**src/rtl/hdlc_tx_pkg.sv**
```systemverilog
package hdlc_tx_pkg;

   // What the shift register is currently carrying
   typedef enum logic [2:0] {
      K_IDLE_FLAG,
      K_IDLE_ONES,
      K_OPEN,
      K_DATA,
      K_FCS,
      K_CLOSE
   } char_kind_e;

endpackage

```
**src/rtl/hdlc_tx_hold.sv**
```systemverilog
module hdlc_tx_hold #(
   parameter int CHAR_W = 8
) (
   input  logic              clk,
   input  logic              rst_n,
   input  logic              wr_en,
   input  logic [CHAR_W-1:0] wr_data,
   input  logic              consume,
   output logic              hold_vld,
   output logic [CHAR_W-1:0] hold_byte
);

   always_ff @(posedge clk or negedge rst_n) begin
      if (!rst_n) begin
         hold_vld  <= 1'b0;
         hold_byte <= '0;
      end else if (consume) begin
         hold_vld <= 1'b0;
      end else if (wr_en && !hold_vld) begin
         hold_vld  <= 1'b1;
         hold_byte <= wr_data;
      end
   end

   // the sequencer only takes a byte that is actually held
   a_r2_consume_valid: assert property (@(posedge clk) disable iff (!rst_n)
      consume |-> hold_vld);

   // a held byte is neither lost nor overwritten until it is taken
   a_r7_hold_kept: assert property (@(posedge clk) disable iff (!rst_n)
      (hold_vld && !consume) |=> (hold_vld && $stable(hold_byte)));

endmodule

```
**src/rtl/hdlc_tx_fcs.sv**
```systemverilog
module hdlc_tx_fcs #(
   parameter int              FCS_W      = 16,
   parameter logic [FCS_W-1:0] FCS_POLY  = 16'h8408,
   parameter logic [FCS_W-1:0] FCS_INIT  = '1,
   parameter bit              FCS_INVERT = 1'b1
) (
   input  logic             clk,
   input  logic             rst_n,
   input  logic             preset,
   input  logic             upd,
   input  logic             bit_in,
   output logic [FCS_W-1:0] fcs_tx
);

   logic [FCS_W-1:0] fcs_q;
   logic [FCS_W-1:0] base;
   logic [FCS_W-1:0] stepped;

   always_comb begin
      base    = preset ? FCS_INIT : fcs_q;
      stepped = base >> 1;
      if (base[0] ^ bit_in) stepped = stepped ^ FCS_POLY;
   end

   always_ff @(posedge clk or negedge rst_n) begin
      if (!rst_n)      fcs_q <= FCS_INIT;
      else if (upd)    fcs_q <= stepped;
      else if (preset) fcs_q <= FCS_INIT;
   end

   generate
      if (FCS_INVERT) begin : g_inv
         assign fcs_tx = ~fcs_q;
      end else begin : g_true
         assign fcs_tx = fcs_q;
      end
   endgenerate

   // the remainder only moves on data bits or a frame-start preset
   a_r5_fcs_frozen: assert property (@(posedge clk) disable iff (!rst_n)
      (!upd && !preset) |=> $stable(fcs_q));

endmodule

```
**src/rtl/hdlc_tx_shifter.sv**
```systemverilog
module hdlc_tx_shifter #(
   parameter int CHAR_W    = 8,
   parameter int STUFF_RUN = 5
) (
   input  logic              clk,
   input  logic              rst_n,
   input  logic              bit_en,
   input  logic [CHAR_W-1:0] ld_char,
   input  logic              ld_stuff,
   input  logic              ld_data,
   output logic              char_req,
   output logic              data_upd,
   output logic              data_bit,
   output logic              tx_bit
);

   localparam int CNT_W = $clog2(CHAR_W + 1);
   localparam int RUN_W = $clog2(STUFF_RUN + 1);

   logic [CHAR_W-1:0] sh_q;
   logic [CNT_W-1:0]  left_q;
   logic [RUN_W-1:0]  ones_q;
   logic              stuff_q;
   logic              data_q;
   logic              tx_q;
   logic              stuff_now;
   logic              out_bit;
   logic              out_stuffable;

   always_comb begin
      stuff_now     = (ones_q == RUN_W'(STUFF_RUN));
      char_req      = bit_en && !stuff_now && (left_q == '0);
      out_bit       = char_req ? ld_char[0] : sh_q[0];
      out_stuffable = char_req ? ld_stuff : stuff_q;
      data_upd      = bit_en && !stuff_now && (char_req ? ld_data : data_q);
      data_bit      = out_bit;
   end

   always_ff @(posedge clk or negedge rst_n) begin
      if (!rst_n) begin
         sh_q    <= '0;
         left_q  <= '0;
         ones_q  <= '0;
         stuff_q <= 1'b0;
         data_q  <= 1'b0;
         tx_q    <= 1'b1;
      end else if (bit_en) begin
         if (stuff_now) begin
            tx_q   <= 1'b0;
            ones_q <= '0;
         end else begin
            tx_q   <= out_bit;
            ones_q <= (out_stuffable && out_bit) ? ones_q + RUN_W'(1) : '0;
            if (char_req) begin
               sh_q    <= ld_char >> 1;
               left_q  <= CNT_W'(CHAR_W - 1);
               stuff_q <= ld_stuff;
               data_q  <= ld_data;
            end else begin
               sh_q   <= sh_q >> 1;
               left_q <= left_q - CNT_W'(1);
            end
         end
      end
   end

   assign tx_bit = tx_q;

   // no tick, no line change
   a_r12_hold_line: assert property (@(posedge clk) disable iff (!rst_n)
      !bit_en |=> $stable(tx_bit));

   // a run of stuffable ones never grows past the limit
   a_r4_run_bound: assert property (@(posedge clk) disable iff (!rst_n)
      ones_q <= RUN_W'(STUFF_RUN));

endmodule

```
**src/rtl/hdlc_tx_seq.sv**
```systemverilog
module hdlc_tx_seq
   import hdlc_tx_pkg::*;
#(
   parameter int               CHAR_W   = 8,
   parameter int               FCS_W    = 16,
   parameter logic [CHAR_W-1:0] FLAG_PAT = 8'h7E
) (
   input  logic              clk,
   input  logic              rst_n,
   input  logic              char_req,
   input  logic              hold_vld,
   input  logic [CHAR_W-1:0] hold_byte,
   input  logic              mark_idle,
   input  logic              auto_open,
   input  logic              auto_eom,
   input  logic              eom_clr,
   input  logic [FCS_W-1:0]  fcs_tx,
   output logic [CHAR_W-1:0] ld_char,
   output logic              ld_stuff,
   output logic              ld_data,
   output logic              consume,
   output logic              fcs_preset,
   output logic              eom_irq
);

   localparam int FCS_BYTES = FCS_W / CHAR_W;
   localparam int IDX_W     = (FCS_BYTES > 1) ? $clog2(FCS_BYTES) : 1;

   char_kind_e       last_q;
   char_kind_e       nk;
   logic [IDX_W-1:0] idx_q;
   logic [IDX_W-1:0] sel_idx;
   logic             eom_lat;
   logic             irq_q;
   logic             fstart;
   logic             set_eom;

   always_comb begin
      nk      = last_q;
      sel_idx = idx_q;
      ld_char = FLAG_PAT;
      consume = 1'b0;
      fstart  = 1'b0;
      set_eom = 1'b0;
      unique case (last_q)
         K_IDLE_FLAG, K_IDLE_ONES, K_CLOSE: begin
            if (hold_vld) begin
               fstart = 1'b1;
               if (mark_idle && auto_open) begin
                  nk = K_OPEN;
               end else begin
                  nk      = K_DATA;
                  ld_char = hold_byte;
                  consume = 1'b1;
               end
            end else if (mark_idle) begin
               nk      = K_IDLE_ONES;
               ld_char = '1;
            end else begin
               nk = K_IDLE_FLAG;
            end
         end
         K_OPEN, K_DATA: begin
            if (hold_vld) begin
               nk      = K_DATA;
               ld_char = hold_byte;
               consume = 1'b1;
            end else if (!eom_lat) begin
               nk      = K_FCS;
               sel_idx = '0;
               ld_char = fcs_tx[int'(sel_idx)*CHAR_W +: CHAR_W];
               set_eom = 1'b1;
            end else begin
               nk = K_CLOSE;
            end
         end
         K_FCS: begin
            if (idx_q == IDX_W'(FCS_BYTES - 1)) begin
               nk = K_CLOSE;
            end else begin
               nk      = K_FCS;
               sel_idx = idx_q + IDX_W'(1);
               ld_char = fcs_tx[int'(sel_idx)*CHAR_W +: CHAR_W];
            end
         end
         default: nk = K_IDLE_FLAG;
      endcase
      consume    = consume && char_req;
      fcs_preset = fstart && char_req;
      ld_stuff   = (nk == K_DATA) || (nk == K_FCS);
      ld_data    = (nk == K_DATA);
   end

   always_ff @(posedge clk or negedge rst_n) begin
      if (!rst_n) begin
         last_q  <= K_IDLE_FLAG;
         idx_q   <= '0;
         eom_lat <= 1'b1;
         irq_q   <= 1'b0;
      end else begin
         irq_q <= char_req && set_eom;
         if (char_req) begin
            last_q <= nk;
            idx_q  <= sel_idx;
         end
         if (char_req && set_eom)
            eom_lat <= 1'b1;
         else if (eom_clr || (char_req && fstart && auto_eom))
            eom_lat <= 1'b0;
      end
   end

   assign eom_irq = irq_q;

   // the event is a single-clock pulse
   a_r6_irq_pulse: assert property (@(posedge clk) disable iff (!rst_n)
      eom_irq |=> !eom_irq);

   // the pulse always comes with the latch set
   a_r6_irq_with_latch: assert property (@(posedge clk) disable iff (!rst_n)
      eom_irq |-> eom_lat);

   // the command clears the latch when nothing is loading
   a_r8_cmd_clear: assert property (@(posedge clk) disable iff (!rst_n)
      (eom_clr && !char_req) |=> !eom_lat);

   // automatic clear at each frame start
   a_r9_auto_clear: assert property (@(posedge clk) disable iff (!rst_n)
      (fcs_preset && auto_eom) |=> !eom_lat);

endmodule

```
**src/rtl/hdlc_frame_tx.sv**
```systemverilog
module hdlc_frame_tx #(
   parameter int CHAR_W     = 8,
   parameter int FCS_W      = 16,
   parameter int STUFF_RUN  = 5,
   parameter bit FCS_INVERT = 1'b1
) (
   input  logic              clk,
   input  logic              rst_n,
   input  logic              bit_en,
   input  logic              wr_en,
   input  logic [CHAR_W-1:0] wr_data,
   input  logic              mark_idle,
   input  logic              auto_open,
   input  logic              auto_eom,
   input  logic              eom_clr,
   output logic              tx_bit,
   output logic              buf_empty,
   output logic              eom_irq
);

   localparam logic [CHAR_W-1:0] FLAG_PAT = CHAR_W'(8'h7E);
   localparam logic [FCS_W-1:0]  FCS_POLY = FCS_W'(16'h8408);

   generate
      if (CHAR_W != 8) begin : g_bad_char
         $error("hdlc_frame_tx: CHAR_W must be 8");
      end
      if ((FCS_W % CHAR_W) != 0 || FCS_W < CHAR_W) begin : g_bad_fcs
         $error("hdlc_frame_tx: FCS_W must be a whole number of characters");
      end
      if (STUFF_RUN < 1 || STUFF_RUN > CHAR_W - 3) begin : g_bad_run
         $error("hdlc_frame_tx: STUFF_RUN must keep the flag unique");
      end
   endgenerate

   logic              hold_vld;
   logic [CHAR_W-1:0] hold_byte;
   logic              consume;
   logic              char_req;
   logic              data_upd;
   logic              data_bit;
   logic [CHAR_W-1:0] ld_char;
   logic              ld_stuff;
   logic              ld_data;
   logic              fcs_preset;
   logic [FCS_W-1:0]  fcs_tx;

   hdlc_tx_hold #(.CHAR_W(CHAR_W)) u_hold (
      .clk       (clk),
      .rst_n     (rst_n),
      .wr_en     (wr_en),
      .wr_data   (wr_data),
      .consume   (consume),
      .hold_vld  (hold_vld),
      .hold_byte (hold_byte)
   );

   hdlc_tx_fcs #(
      .FCS_W      (FCS_W),
      .FCS_POLY   (FCS_POLY),
      .FCS_INIT   ('1),
      .FCS_INVERT (FCS_INVERT)
   ) u_fcs (
      .clk    (clk),
      .rst_n  (rst_n),
      .preset (fcs_preset),
      .upd    (data_upd),
      .bit_in (data_bit),
      .fcs_tx (fcs_tx)
   );

   hdlc_tx_seq #(
      .CHAR_W   (CHAR_W),
      .FCS_W    (FCS_W),
      .FLAG_PAT (FLAG_PAT)
   ) u_seq (
      .clk        (clk),
      .rst_n      (rst_n),
      .char_req   (char_req),
      .hold_vld   (hold_vld),
      .hold_byte  (hold_byte),
      .mark_idle  (mark_idle),
      .auto_open  (auto_open),
      .auto_eom   (auto_eom),
      .eom_clr    (eom_clr),
      .fcs_tx     (fcs_tx),
      .ld_char    (ld_char),
      .ld_stuff   (ld_stuff),
      .ld_data    (ld_data),
      .consume    (consume),
      .fcs_preset (fcs_preset),
      .eom_irq    (eom_irq)
   );

   hdlc_tx_shifter #(
      .CHAR_W    (CHAR_W),
      .STUFF_RUN (STUFF_RUN)
   ) u_shift (
      .clk      (clk),
      .rst_n    (rst_n),
      .bit_en   (bit_en),
      .ld_char  (ld_char),
      .ld_stuff (ld_stuff),
      .ld_data  (ld_data),
      .char_req (char_req),
      .data_upd (data_upd),
      .data_bit (data_bit),
      .tx_bit   (tx_bit)
   );

   assign buf_empty = !hold_vld;

endmodule

```
**config.mk**
```make
export PLATFORM = sky130hd
export DESIGN_NAME = hdlc_frame_tx
export DESIGN_NICKNAME = d
export VERILOG_FILES = /design/src/rtl/hdlc_tx_pkg.sv /design/src/rtl/hdlc_tx_hold.sv /design/src/rtl/hdlc_tx_fcs.sv /design/src/rtl/hdlc_tx_shifter.sv /design/src/rtl/hdlc_tx_seq.sv /design/src/rtl/hdlc_frame_tx.sv
export SDC_FILE = /design/constraint.sdc
export NUM_CORES = 1
export LEC_CHECK = 0
export ABC_AREA = 1
export CORE_ASPECT_RATIO = 0.75
export CORE_MARGIN = 10
export CORE_UTILIZATION = 52
export DETAILED_ROUTE_END_ITERATION = 10
export PLACE_DENSITY_LB_ADDON = 0.3
export SLEW_MARGIN = 20
export SYNTH_ARGS = -nofsm -noshare
export SYNTH_HDL_FRONTEND = slang
export SYNTH_SLANG_ARGS = --single-unit
export TNS_END_PERCENT = 20
```
**constraint.sdc**
```tcl
create_clock -name clk -period 2.1 [get_ports clk]
set_clock_uncertainty 0.15 [all_clocks]
set_input_delay 0.315 -clock clk [delete_from_list [all_inputs] [get_ports clk]]
set_output_delay 0.315 -clock clk [all_outputs]
set_load 0.005 [all_outputs]
```
Yosys cells after proc, flatten, opt, wreduce, memory -nomap -nowiden
Index checks and enable logic that the tools add are counted.
{"block": "word_totals", "ff_bits": 49, "inputBits": 16, "output_inout_bits": 3, "word_cells": 97}
{"block": "op_classes", "add_sub_neg": 3, "eq_ne": 10, "shifts": 1, "muxes": 41, "n_bitwise": 5, "reduce_logical": 24}
{"cell": "16-bit two-way mux", "count": 3}
{"cell": "8-bit two-way mux", "count": 6}
{"cell": "8-bit case mux with 3 select lines", "count": 1}
{"cell": "1-bit two-way mux", "count": 22}
{"cell": "16-bit inverter", "count": 1}
{"cell": "16-bit by 5-bit indexed part select with 8-bit output", "count": 1}
{"cell": "3-bit equality test, second input constant", "count": 4}
{"cell": "3-bit two-way mux", "count": 4}
{"cell": "1-bit logical AND", "count": 10}
{"cell": "3-bit by 2-bit equality test with 1-bit output, second input constant", "count": 3}
{"cell": "3-bit case mux with 3 select lines", "count": 1}
{"cell": "7-bit two-way mux", "count": 1}
{"cell": "2-bit nonzero test", "count": 3}
{"cell": "4-bit logical NOT", "count": 1}
{"cell": "4-bit two-way mux", "count": 1}
{"cell": "2-bit != test, second input constant", "count": 2}
{"cell": "1-bit case mux with 2 select lines", "count": 2}
{"cell": "2-bit AND reduction", "count": 2}
{"cell": "4-bit AND reduction", "count": 1}
{"cell": "4-bit by 1-bit subtractor with 4-bit output, second input constant", "count": 1}
{"cell": "3-bit by 1-bit adder with 3-bit output, second input constant", "count": 1}
{"cell": "3-bit by 1-bit equality test with 1-bit output, second input constant", "count": 1}
{"cell": "3-bit logical NOT", "count": 1}
{"cell": "2-bit inverter with 3-bit output", "count": 1}
{"cell": "other kinds (7)", "count": 10}

Logic depth before layout (Yosys ltp)
Gate-level depths: netlist of run 1.
{"block": "depth", "depth_word": 10, "mapped_depth": 14, "ltp_nobuf": 14}

By module
From an unflattened synthesis of run 1, not the netlist that was laid out.
{"block": "hier_totals", "cells_unflattened": 348, "area_unflattened_um2": 2726.4}
{"mod": "hdlc_tx_shifter", "instances": 1, "cells_per_inst": 101, "area_each_um2": 869.6, "seq_area_each_um2": 426.7}
{"mod": "hdlc_tx_fcs", "instances": 1, "cells_per_inst": 93, "area_each_um2": 799.5, "seq_area_each_um2": 420.4}
{"mod": "hdlc_tx_seq", "instances": 1, "cells_per_inst": 115, "area_each_um2": 693.2, "seq_area_each_um2": 151.4}
{"mod": "hdlc_tx_hold", "instances": 1, "cells_per_inst": 38, "area_each_um2": 360.3, "seq_area_each_um2": 225.2}
{"mod": "hdlc_frame_tx", "instances": 1, "cells_per_inst": 1, "area_each_um2": 3.8, "seq_area_each_um2": 0.0}

Least setup slack after synthesis of run 1
OpenSTA, ideal clock, no wires.
{"block": "synth_path", "kind": "register to register", "start": "register u_shift.ones_q[0]", "end": "register u_fcs.fcs_q[10]", "setup_ns": 0.061, "t_arrival_ns": 1.658, "slack_ns": 0.231, "stages_incl_launch_ff": 14, "synth_period_minus_slack_ns": 1.869, "path_cell_list": "dfrtp_1 ha_1 nand2_1 nand2_4 nor2_8 inv_4 buf_6 a21oi_4 nand2_4 nand3_1 nand3_1 nand2_1 nand2_1 nand2_1"}
{"block": "synth_via", "elab_chain_cells": 9, "word_cells_on_any_way": 13, "classes_between": "eq/ne (1); mux (5); bitwise (2); reduce/logical (5)"}
{"item": "start, declared", "line_no": "hdlc_tx_shifter.sv:22", "rtl": "logic [RUN_W-1:0] ones_q;"}
{"item": "start signal, assigned", "line_no": "hdlc_tx_shifter.sv:53", "rtl": "ones_q <= (out_stuffable && out_bit) ? ones_q + RUN_W'(1) : '0;"}
{"item": "3-bit equality test *", "line_no": "hdlc_tx_shifter.sv:31", "rtl": "stuff_now = (ones_q == RUN_W'(STUFF_RUN));"}
{"item": "1-bit logical NOT *", "line_no": "hdlc_tx_shifter.sv:32, hdlc_tx_shifter.sv:35"}
{"item": "1-bit logical AND *", "line_no": "hdlc_tx_shifter.sv:32, hdlc_tx_shifter.sv:35"}
{"item": "1-bit logical AND", "line_no": "hdlc_tx_shifter.sv:32", "rtl": "char_req = bit_en && !stuff_now && (left_q == '0);"}
{"item": "1-bit logical AND", "line_no": "hdlc_tx_seq.sv:89", "rtl": "fcs_preset = fstart && char_req;"}
{"item": "16-bit two-way mux"}
{"item": "1-bit XOR or 2-bit inverter with 3-bit output (tied branches)"}
{"item": "16-bit two-way mux", "line_no": "hdlc_tx_fcs.sv:22", "rtl": "if (base[0] ^ bit_in) stepped = stepped ^ FCS_POLY;"}
{"item": "16-bit two-way mux *", "line_no": "hdlc_tx_fcs.sv:27", "rtl": "else if (upd) fcs_q <= stepped;"}
{"item": "end signal, assigned", "line_no": "hdlc_tx_fcs.sv:27"}
{"item": "end, declared", "line_no": "hdlc_tx_fcs.sv:15", "rtl": "logic [FCS_W-1:0] fcs_q;"}
Mark *: on every way between the ends. The rest lies on a longest branch, timed or not.
A chain may end at the register's enable or synchronous reset.

Final worst setup path of run 1
{"block": "layout_path", "start": "register u_hold.hold_vld", "end": "output port buf_empty"}
{"block": "layout_via", "elab_chain_cells": 1}
{"item": "start, declared", "line_no": "hdlc_tx_hold.sv:9", "rtl": "output logic hold_vld,"}
{"item": "start signal, assigned", "line_no": "hdlc_tx_hold.sv:15", "rtl": "hold_vld <= 1'b0;"}
{"item": "start signal, assigned", "line_no": "hdlc_tx_hold.sv:18", "rtl": "hold_vld <= 1'b0;"}
{"item": "start signal, assigned", "line_no": "hdlc_tx_hold.sv:20", "rtl": "hold_vld <= 1'b1;"}
{"item": "1-bit logical NOT", "line_no": "hdlc_frame_tx.sv:111", "rtl": "assign buf_empty = !hold_vld;"}
{"item": "end, declared", "line_no": "hdlc_frame_tx.sv:17", "rtl": "output logic buf_empty,"}
Every way passes these cells.

==> report_table.html, run 1 <==
<table>
<tr><th>Metric</th><th>Value</th></tr>
<tr><th colspan="2">Yosys</th></tr>
<tr><td>Largest cells by area after synthesis</td><td>dfrtp_1 30%, dfstp_2 19%, nand2_1 7.4%</td></tr>
<tr><td>List of most frequent post-synthesis cells</td><td>49 x nand2_1, 33 x o21ai_0, 30 x dfrtp_1</td></tr>
<tr><td>Syn Nets</td><td>~300</td></tr>
<tr><td>Dominant cell type by area after synthesis</td><td>dfrtp_1</td></tr>
<tr><td>Fraction of synthesis flops using an asynchronous set or reset pin</td><td>between 90% and 100%</td></tr>
<tr><td>Number of distinct library cells after synthesis</td><td>35</td></tr>
<tr><td>Most used standard cell by instance count after synthesis</td><td>nand2_1</td></tr>
<tr><td>Number of enable-type register cells in the synthesized netlist</td><td>0</td></tr>
<tr><td>Avg Inst Size Synth</td><td>roughly 8.8 um^2</td></tr>
<tr><td>Sequential cell area fraction in the yosys report</td><td>49.0%</td></tr>
<tr><td>Number of warnings issued by yosys</td><td>0</td></tr>
<tr><td>Instance count of the mapped netlist</td><td>284</td></tr>
<tr><td>FF+latch count, synth</td><td>48</td></tr>
<tr><td>Yosys top cell area share</td><td>~30%</td></tr>
<tr><td>Primary FF master, synth</td><td>dfrtp_1</td></tr>
<tr><td>Post-Syn Area</td><td>approximately 2500 um^2</td></tr>
<tr><th colspan="2">Power and ir drop</th></tr>
<tr><td>Combinational Power Share</td><td>between 40% and 50%</td></tr>
<tr><td>Switching power share of the total</td><td>38.7%</td></tr>
<tr><td>Clock group share of total power</td><td>17.8%</td></tr>
<tr><td>Overall Power</td><td>approximately 4 mW</td></tr>
<tr><td>Peak supply drop</td><td>roughly 0.75 mV</td></tr>
<tr><td>Share of total power in sequential cells</td><td>roughly 42%</td></tr>
<tr><td>Internal power of the cells</td><td>approximately 2.5 mW</td></tr>
<tr><td>Sw Pwr</td><td>between 1.5 and 2 mW</td></tr>
<tr><td>Power density normalized to cell area</td><td>around 1400 nW/um^2</td></tr>
<tr><td>Leakage power figure</td><td>between 1 and 1.5 nW</td></tr>
<tr><th colspan="2">Finish</th></tr>
<tr><td>P&amp;R area growth vs syn</td><td>19.8%</td></tr>
<tr><td>Final non-filler cell area</td><td>between 2000 and 3000 um^2</td></tr>
<tr><td>Post-layout net count</td><td>around 340</td></tr>
<tr><td>Filler cell count</td><td>~390</td></tr>
<tr><td>Layout cell share with drive strength beyond 1</td><td>between 20% and 30%</td></tr>
<tr><td>Count of antenna diodes in the layout</td><td>0</td></tr>
<tr><td>Non-filler instance count after layout</td><td>around 380</td></tr>
<tr><th colspan="2">Clock tree</th></tr>
<tr><td>Buffer levels on the longest clock path</td><td>2</td></tr>
<tr><td>Clock latency at the later pin of the worst-skew pair</td><td>around 0.30 ns</td></tr>
<tr><td>Clock tree from TritonCTS</td><td>yes</td></tr>
<tr><td>Num CTS Buffers</td><td>5</td></tr>
<tr><td>Number of clock sinks seen by CTS</td><td>48</td></tr>
<tr><td>Number of levels in the clock H-tree</td><td>2</td></tr>
<tr><td>Clock root cell</td><td>clkbuf_8</td></tr>
<tr><td>Clock slew at the register clock pins of the worst setup and hold paths</td><td>0.09 ns</td></tr>
<tr><th colspan="2">Floorplanning</th></tr>
<tr><td>Std cell rows</td><td>21</td></tr>
<tr><td>Total core area</td><td>roughly 4500 um^2</td></tr>
<tr><td>Boundary pin count</td><td>19</td></tr>
<tr><td>Die Y</td><td>80 um</td></tr>
<tr><td>Starting density of the core</td><td>a little over half</td></tr>
<tr><td>Die W</td><td>100 um</td></tr>
<tr><td>Die Area</td><td>8000 um^2</td></tr>
<tr><th colspan="2">Placed design</th></tr>
<tr><td>Global placer's final weighted congestion</td><td>between 0.8 and 0.9</td></tr>
<tr><td>Worst setup slack before clock tree synthesis</td><td>-0.0417 ns</td></tr>
<tr><td>Post-placement cell area</td><td>2810 um^2</td></tr>
<tr><td>Instance count after placement with tap cells included</td><td>~370</td></tr>
<tr><td>DP HPWL</td><td>between 4 and 5 mm</td></tr>
<tr><td>Count of input and output buffers</td><td>18</td></tr>
<tr><th colspan="2">STA</th></tr>
<tr><td>Worst-case setup margin in the final layout</td><td>0.104 ns</td></tr>
<tr><td>Worst slew margin relative to its limit</td><td>around three fifths</td></tr>
<tr><td>Final Hold Vio Count</td><td>0</td></tr>
<tr><td>Peak clock frequency supported by timing</td><td>roughly 500 MHz</td></tr>
<tr><td>RSZ-0062 raised after global routing</td><td>no</td></tr>
<tr><td>Share of the clock period used by the worst path after layout</td><td>a little over nine tenths</td></tr>
<tr><td>Number of pins exceeding their max-slew limit in the final report</td><td>0</td></tr>
<tr><td>Least-Margin Pin Slew</td><td>a little under 0.6 ns</td></tr>
<tr><td>Worst Hold Slack</td><td>0.316 ns</td></tr>
<tr><td>Final setup violation count</td><td>0</td></tr>
<tr><td>Shortest clock period the worst path allows after layout</td><td>approximately 2 ns</td></tr>
<tr><th colspan="2">Detailed routing</th></tr>
<tr><td>Average via count per standard cell</td><td>about 5.6</td></tr>
<tr><td>Average wire per cell in the routed design</td><td>~15 um</td></tr>
<tr><td>Vias after detailed routing</td><td>roughly 2.1k</td></tr>
<tr><td>Remaining number of nets flagged by the antenna check after routing</td><td>0</td></tr>
<tr><td>First DRT Iteration DRCs</td><td>between 200 and 250</td></tr>
<tr><td>Detailed Routing Iterations Pass 1</td><td>4</td></tr>
<tr><td>Total DRC errors in the routed layout</td><td>0</td></tr>
<tr><td>Final Routed Wirelength</td><td>around 5.8 mm</td></tr>
<tr><th colspan="2">Critical path</th></tr>
<tr><td>Critical Path Sink Type</td><td>output port</td></tr>
<tr><td>Critical path type</td><td>flop to output port</td></tr>
<tr><td>Maximum fanout count along the critical path</td><td>8</td></tr>
<tr><td>Endpoint arrival time on the critical path</td><td>1.53 ns</td></tr>
<tr><td>Data required, critical path</td><td>1.63 ns</td></tr>
<tr><td>Critical path launch point type</td><td>flop</td></tr>
<tr><th colspan="2">Run status</th></tr>
<tr><td>Result of the run</td><td>completed</td></tr>
<tr><th colspan="2">GRT</th></tr>
<tr><td>Maximum number of pins on one net before global-route repair</td><td>between 40 and 50</td></tr>
<tr><td>Final global-route overflow total</td><td>0</td></tr>
<tr><td>Initial antenna violation count</td><td>0</td></tr>
<tr><td>Wire length of the first global-routing pass</td><td>9.73 mm</td></tr>
<tr><td>Via count of the first global-routing pass</td><td>between 1.5k and 2k</td></tr>
<tr><td>Total Routing Usage GR</td><td>approximately 15%</td></tr>
<tr><th colspan="2">Job</th></tr>
<tr><td>Number of max-cap violations</td><td>0</td></tr>
<tr><th colspan="2">Min path</th></tr>
<tr><td>Hold Crit Class</td><td>flop to flop</td></tr>
</table>
## layer usage
layer  wire (um)  vias up  track usage (%)
li1            -     1038                -
met1        2860      996             22.4
met2        2480       73             21.2
met3         420        4             4.50
met4          23        0             2.82
met5           0        -                0
## state kept, by name, indices dropped and copies added, names as in the netlist
signal / flops
u_fcs.fcs_q: 16
u_seq.eom_lat: 1
u_shift.sh_q: 7
u_shift.stuff_q: 1
u_hold.hold_vld: 1
u_shift.ones_q: 3
u_seq.eom_irq: 1
u_shift.left_q: 4
u_shift.tx_bit: 1
u_seq.last_q: 3
u_hold.hold_byte: 8
u_seq.idx_q: 1
u_shift.data_q: 1
## final timing paths
| check | start | end | slack [ns] | cells after the start |
|---|---|---|---|---|
| setup / recovery | u_hold.hold_vld | buf_empty | 0.10 | 2 |
| hold / removal | u_shift.tx_bit | u_shift.tx_bit | 0.32 | 2 |
| setup reg to reg | u_shift.ones_q[0] | u_fcs.fcs_q[13] | 0.16 | 11 |
| hold reg to reg | u_shift.tx_bit | u_shift.tx_bit | 0.32 | 2 |
| max in group asynchronous | rst_n | u_hold.hold_byte[6] | 0.92 | 3 |
| min in group asynchronous | rst_n | u_seq.eom_irq | 0.49 | 3 |
## power by group through the flow
stage	registers (mW)	clock network (mW)	logic [mW]
after global placement	1.71	0	1.55
final	1.72	0.726	1.63
after global routing	1.77	0.789	1.87
after floorplan	1.62	0	1.19
after CTS	1.71	0.740	1.59
after detailed placement	1.73	0	1.58
## per-stage QoR
step | util (%) | TNS, ns
3_3_place_gp | 61.9 | 0
3_5_place_dp | 61.9 | -0.156
5_1_grt | 65.8 | 0
2_1_floorplan | - | 0
4_1_cts | 64.9 | 0
6_report | 65.8 | 0
## final cells by class
type / count / area, um^2 / area share (%)
Inverter: 24 / 101 / 3.39
Timing Repair Buffer: 37 / 333 / 11.1
Tap cell: 57 / 71.3 / 2.38
Multi-Input combinational cell: 203 / 1130 / 37.9
Clock buffer: 7 / 97.6 / 3.26
Sequential cell: 48 / 1220 / 40.9
Clock inverter: 1 / 30.0 / 1.00
## cells by family after synthesis
family,count (synthesis),synth area share [%]
mux,8,3.56
fa+ha+maj,4,2.01
compound gates,87,19.4
xor+xnor,1,0.351
flops,48,49.0
buf+inv,33,5.96
simple gates,103,19.7
## critical path, cell delays in order (launching register included)
cell and delay, ns:
dfrtp_1 0.38, inv_1 0.27, clkdlybuf4s50_1 0.58
## repair_timing
item                                    CTS  global route
buffers inserted                          0             3
hold endpoints to repair                 30             0
hold buffers                              1             0
endpoints found under the setup margin    0            10
resized for setup                         0             5
## placed cells by master (no fill, tap or decap), types with 2 or more instances in the layout
cell and instances:
nand2_1 48, o21ai_0 33, dfrtp_1 30, nor2_1 25
o21ai_1 23, dfstp_2 18, clkdlybuf4s50_1 17, buf_4 17
inv_1 15, a21oi_1 15, nand3_1 14, a31oi_1 7
mux2_2 7, inv_2 5, clkbuf_8 5, nand2_2 4
ha_1 4, nand3_2 3, o22ai_1 3, a21oi_4 2
nand2_4 2, nor2_4 2
Power figures use the tool's default switching activity.
==> run 2, diff against run 1 <==
--- a/config.mk
+++ b/config.mk
@@ -6,10 +6,10 @@
 export NUM_CORES = 1
 export LEC_CHECK = 0
 export ABC_AREA = 1
-export CORE_ASPECT_RATIO = 0.75
 export CORE_MARGIN = 10
 export CORE_UTILIZATION = 52
 export DETAILED_ROUTE_END_ITERATION = 10
+export GPL_ROUTABILITY_DRIVEN = 0
 export PLACE_DENSITY_LB_ADDON = 0.3
 export SLEW_MARGIN = 20
 export SYNTH_ARGS = -nofsm -noshare
==> run 2 against run 1 <==
  * Routed wire length shrank 4.4%
  * Largest cell class unchanged
  * Hold slack improved by 0.0029 ns
  * Die area shrank 0.35%
  * Largest power group unchanged
  * Sequential cell count stayed put
  * Via count shrank 2.1%
  * Register-to-register slack got worse by 0.02 ns
  * Critical path depth increased by 11
  * Cell count shrank 1.9%
  * Maximum frequency rose by 1.6%
  * Clock power decreased by 23%
==> report_table.html, run 2 (synthesis results as in run 1) <==
<table>
<tr><th>Metric</th><th>Value</th></tr>
<tr><th colspan="2">Power and ir drop</th></tr>
<tr><td>Sw Pwr</td><td>~1.5 mW</td></tr>
<tr><td>Leakage power figure</td><td>approximately 1.3 nW</td></tr>
<tr><td>Internal power of the cells</td><td>between 2 and 2.5 mW</td></tr>
<tr><td>Peak supply drop</td><td>around 0.67 mV</td></tr>
<tr><td>Switching power share of the total</td><td>between 30% and 40%</td></tr>
<tr><td>Clock group share of total power</td><td>between 10% and 20%</td></tr>
<tr><td>Combinational Power Share</td><td>between 40% and 50%</td></tr>
<tr><td>Share of total power in sequential cells</td><td>about 44%</td></tr>
<tr><td>Power density normalized to cell area</td><td>about 1300 nW/um^2</td></tr>
<tr><th colspan="2">Finish</th></tr>
<tr><td>Layout cell share with drive strength beyond 1</td><td>between 20% and 30%</td></tr>
<tr><td>Count of antenna diodes in the layout</td><td>0</td></tr>
<tr><td>Max reg flops</td><td>16</td></tr>
<tr><td>Commonest cells after routing, fill and taps aside</td><td>48 x nand2_1, 33 x o21ai_0, 30 x dfrtp_1, 25 x nor2_1, 23 x o21ai_1</td></tr>
<tr><td>Leading registers by flop count</td><td>u_fcs.fcs_q (16), u_hold.hold_byte (8), u_shift.sh_q (7)</td></tr>
<tr><td>Filler cell count</td><td>406</td></tr>
<tr><td>Sequential cell area in the final layout</td><td>1220 um^2</td></tr>
<tr><td>Final non-filler cell area</td><td>between 2000 and 3000 um^2</td></tr>
<tr><td>P&amp;R area growth vs syn</td><td>17.3%</td></tr>
<tr><td>Register with the highest flop count</td><td>u_fcs.fcs_q</td></tr>
<tr><td>Commonest non-fill, non-tap cell in the layout</td><td>nand2_1</td></tr>
<tr><td>Post-layout net count</td><td>between 300 and 400</td></tr>
<tr><td>Post-layout util</td><td>62.4%</td></tr>
<tr><td>Combined area of the multi-input logic cells</td><td>approximately 1100 um^2</td></tr>
<tr><th colspan="2">Floorplanning</th></tr>
<tr><td>Die Area</td><td>around 8000 um^2</td></tr>
<tr><td>Std cell rows</td><td>25</td></tr>
<tr><td>Starting density of the core</td><td>53.2%</td></tr>
<tr><td>Die W</td><td>slightly below 90 um</td></tr>
<tr><td>Die Y</td><td>about 89 um</td></tr>
<tr><td>Boundary pin count</td><td>19</td></tr>
<tr><td>Total core area</td><td>4690 um^2</td></tr>
<tr><th colspan="2">GRT</th></tr>
<tr><td>Via count of the first global-routing pass</td><td>2,014</td></tr>
<tr><td>Initial antenna violation count</td><td>0</td></tr>
<tr><td>Wire length of the first global-routing pass</td><td>around 9.4 mm</td></tr>
<tr><td>Final global-route overflow total</td><td>0</td></tr>
<tr><td>Maximum number of pins on one net before global-route repair</td><td>26</td></tr>
<tr><td>Total Routing Usage GR</td><td>approximately 15%</td></tr>
<tr><th colspan="2">Critical path</th></tr>
<tr><td>Launch point of the worst path</td><td>u_shift.left_q[0]</td></tr>
<tr><td>Critical Path Sink Type</td><td>flop</td></tr>
<tr><td>Critical path launch point type</td><td>flop</td></tr>
<tr><td>Launching point of the worst reg2reg path</td><td>u_shift.left_q[0]</td></tr>
<tr><td>Endpoint arrival time on the critical path</td><td>between 2 and 2.5 ns</td></tr>
<tr><td>Maximum fanout count along the critical path</td><td>9</td></tr>
<tr><td>Critical path type</td><td>flop to flop</td></tr>
<tr><td>Data required, critical path</td><td>2.17 ns</td></tr>
<tr><th colspan="2">STA</th></tr>
<tr><td>Peak clock frequency supported by timing</td><td>roughly 510 MHz</td></tr>
<tr><td>Worst-case setup margin in the final layout</td><td>0.135 ns</td></tr>
<tr><td>RSZ-0062 raised after global routing</td><td>no</td></tr>
<tr><td>Number of pins exceeding their max-slew limit in the final report</td><td>0</td></tr>
<tr><td>Final TNS setup</td><td>0 ns</td></tr>
<tr><td>Share of the clock period used by the worst path after layout</td><td>93.6%</td></tr>
<tr><td>Shortest clock period the worst path allows after layout</td><td>1.96 ns</td></tr>
<tr><td>Worst slew margin relative to its limit</td><td>62.6%</td></tr>
<tr><td>Least-Margin Pin Slew</td><td>approximately 0.56 ns</td></tr>
<tr><td>Final Hold Vio Count</td><td>0</td></tr>
<tr><td>Final setup violation count</td><td>0</td></tr>
<tr><td>Worst Hold Slack</td><td>0.319 ns</td></tr>
<tr><th colspan="2">Detailed routing</th></tr>
<tr><td>Average via count per standard cell</td><td>5.59</td></tr>
<tr><td>Vias after detailed routing</td><td>around 2.1k</td></tr>
<tr><td>First DRT Iteration DRCs</td><td>190</td></tr>
<tr><td>Final Routed Wirelength</td><td>around 5.5 mm</td></tr>
<tr><td>Total DRC errors in the routed layout</td><td>0</td></tr>
<tr><td>Average wire per cell in the routed design</td><td>around 15 um</td></tr>
<tr><td>Remaining number of nets flagged by the antenna check after routing</td><td>0</td></tr>
<tr><td>Detailed Routing Iterations Pass 1</td><td>5</td></tr>
<tr><th colspan="2">Clock tree</th></tr>
<tr><td>Clock root cell</td><td>clkbuf_8</td></tr>
<tr><td>Number of clock sinks seen by CTS</td><td>48</td></tr>
<tr><td>Clock latency at the later pin of the worst-skew pair</td><td>between 0.2 and 0.3 ns</td></tr>
<tr><td>Num CTS Buffers</td><td>5</td></tr>
<tr><td>Buffer levels on the longest clock path</td><td>2</td></tr>
<tr><td>Number of levels in the clock H-tree</td><td>2</td></tr>
<tr><td>Clock slew at the register clock pins of the worst setup and hold paths</td><td>~0.090 ns</td></tr>
<tr><td>Clock tree from TritonCTS</td><td>yes</td></tr>
<tr><th colspan="2">Placed design</th></tr>
<tr><td>Worst setup slack before clock tree synthesis</td><td>-0.0293 ns</td></tr>
<tr><td>DP HPWL</td><td>about 4.3 mm</td></tr>
<tr><td>Post-placement cell area</td><td>2800 um^2</td></tr>
<tr><td>Count of input and output buffers</td><td>18</td></tr>
<tr><th colspan="2">Job</th></tr>
<tr><td>Number of max-cap violations</td><td>0</td></tr>
<tr><th colspan="2">Run status</th></tr>
<tr><td>Result of the run</td><td>completed</td></tr>
<tr><th colspan="2">Min path</th></tr>
<tr><td>Hold Crit Start</td><td>u_shift.tx_bit</td></tr>
<tr><td>Hold Crit Class</td><td>flop to flop</td></tr>
</table>
==> run 2: layer usage <==
layer	GRT usage (%)	part of all wire, %
met3	3.74	4.8
met4	4.48	1.1
met5	0	0
met1	20.0	48
met2	23.5	46
==> run 2: final timing paths <==
kind / to / slack, ns / depth (start not counted)
max: u_fcs.fcs_q[3] / 0.14 / 13
max in group asynchronous: u_fcs.fcs_q[5] / 0.82 / 3
max reg2reg: u_fcs.fcs_q[3] / 0.14 / 13
min reg2reg: u_shift.tx_bit / 0.32 / 2
min in group asynchronous: u_seq.last_q[0] / 0.39 / 2
min: u_shift.tx_bit / 0.32 / 2
==> run 2: area by class of cell <==
cell class | instances | area share (%)
clock buffers | 6 | 2.82
clock inverters | 2 | 0.342
inverters | 24 | 3.55
multi-input cells | 203 | 38.4
flip-flops and latches | 48 | 41.8
well taps | 54 | 2.31
repair buffers | 33 | 10.8
==> run 2: worst max-delay path, stage by stage (launching register included) <==
cell     delay, ns
dfrtp_1       0.39
inv_1         0.11
ha_1          0.16
nand2_1       0.12
nor2_8        0.14
inv_4         0.08
nor2_4        0.22
inv_2         0.04
nand2_1       0.07
nand3_1       0.13
nand3_1       0.11
nand2_1       0.05
nand2_1       0.06
nand2_1       0.06
==> run 2: power by group through the flow <==
stage               Clock (mW)  Combinational (mW)  Sequential [mW]
floorplan                    0                1.19             1.62
global placement             0                1.52             1.72
detailed placement           0                1.56             1.72
CTS                      0.574                1.57             1.71
global route             0.611                1.81             1.77
finish                   0.561                1.59             1.71
==> run 2: stage by stage <==
step	instances	power, mW
final	370	3.86
after CTS	368	3.85
after detailed placement	359	3.28
after global routing	370	4.19
after floorplan	284	2.80
after global placement	359	3.24
==> run 2: what timing repair did <==
action                                  in CTS  in global routing
setup buffers                                0                  2
endpoints found under the hold margin       21                  0
resized for setup                            0                  4
hold buffers                                 1                  0
endpoints found under the setup margin       0                 11
==> run 3, diff against run 2 <==
--- a/config.mk
+++ b/config.mk
@@ -15,4 +15,4 @@
 export SYNTH_ARGS = -nofsm -noshare
 export SYNTH_HDL_FRONTEND = slang
 export SYNTH_SLANG_ARGS = --single-unit
-export TNS_END_PERCENT = 20
+export TNS_END_PERCENT = 100
==> results of run 3 <==
Same layout as run 2: the final DEF is identical, and so are final timing and power.
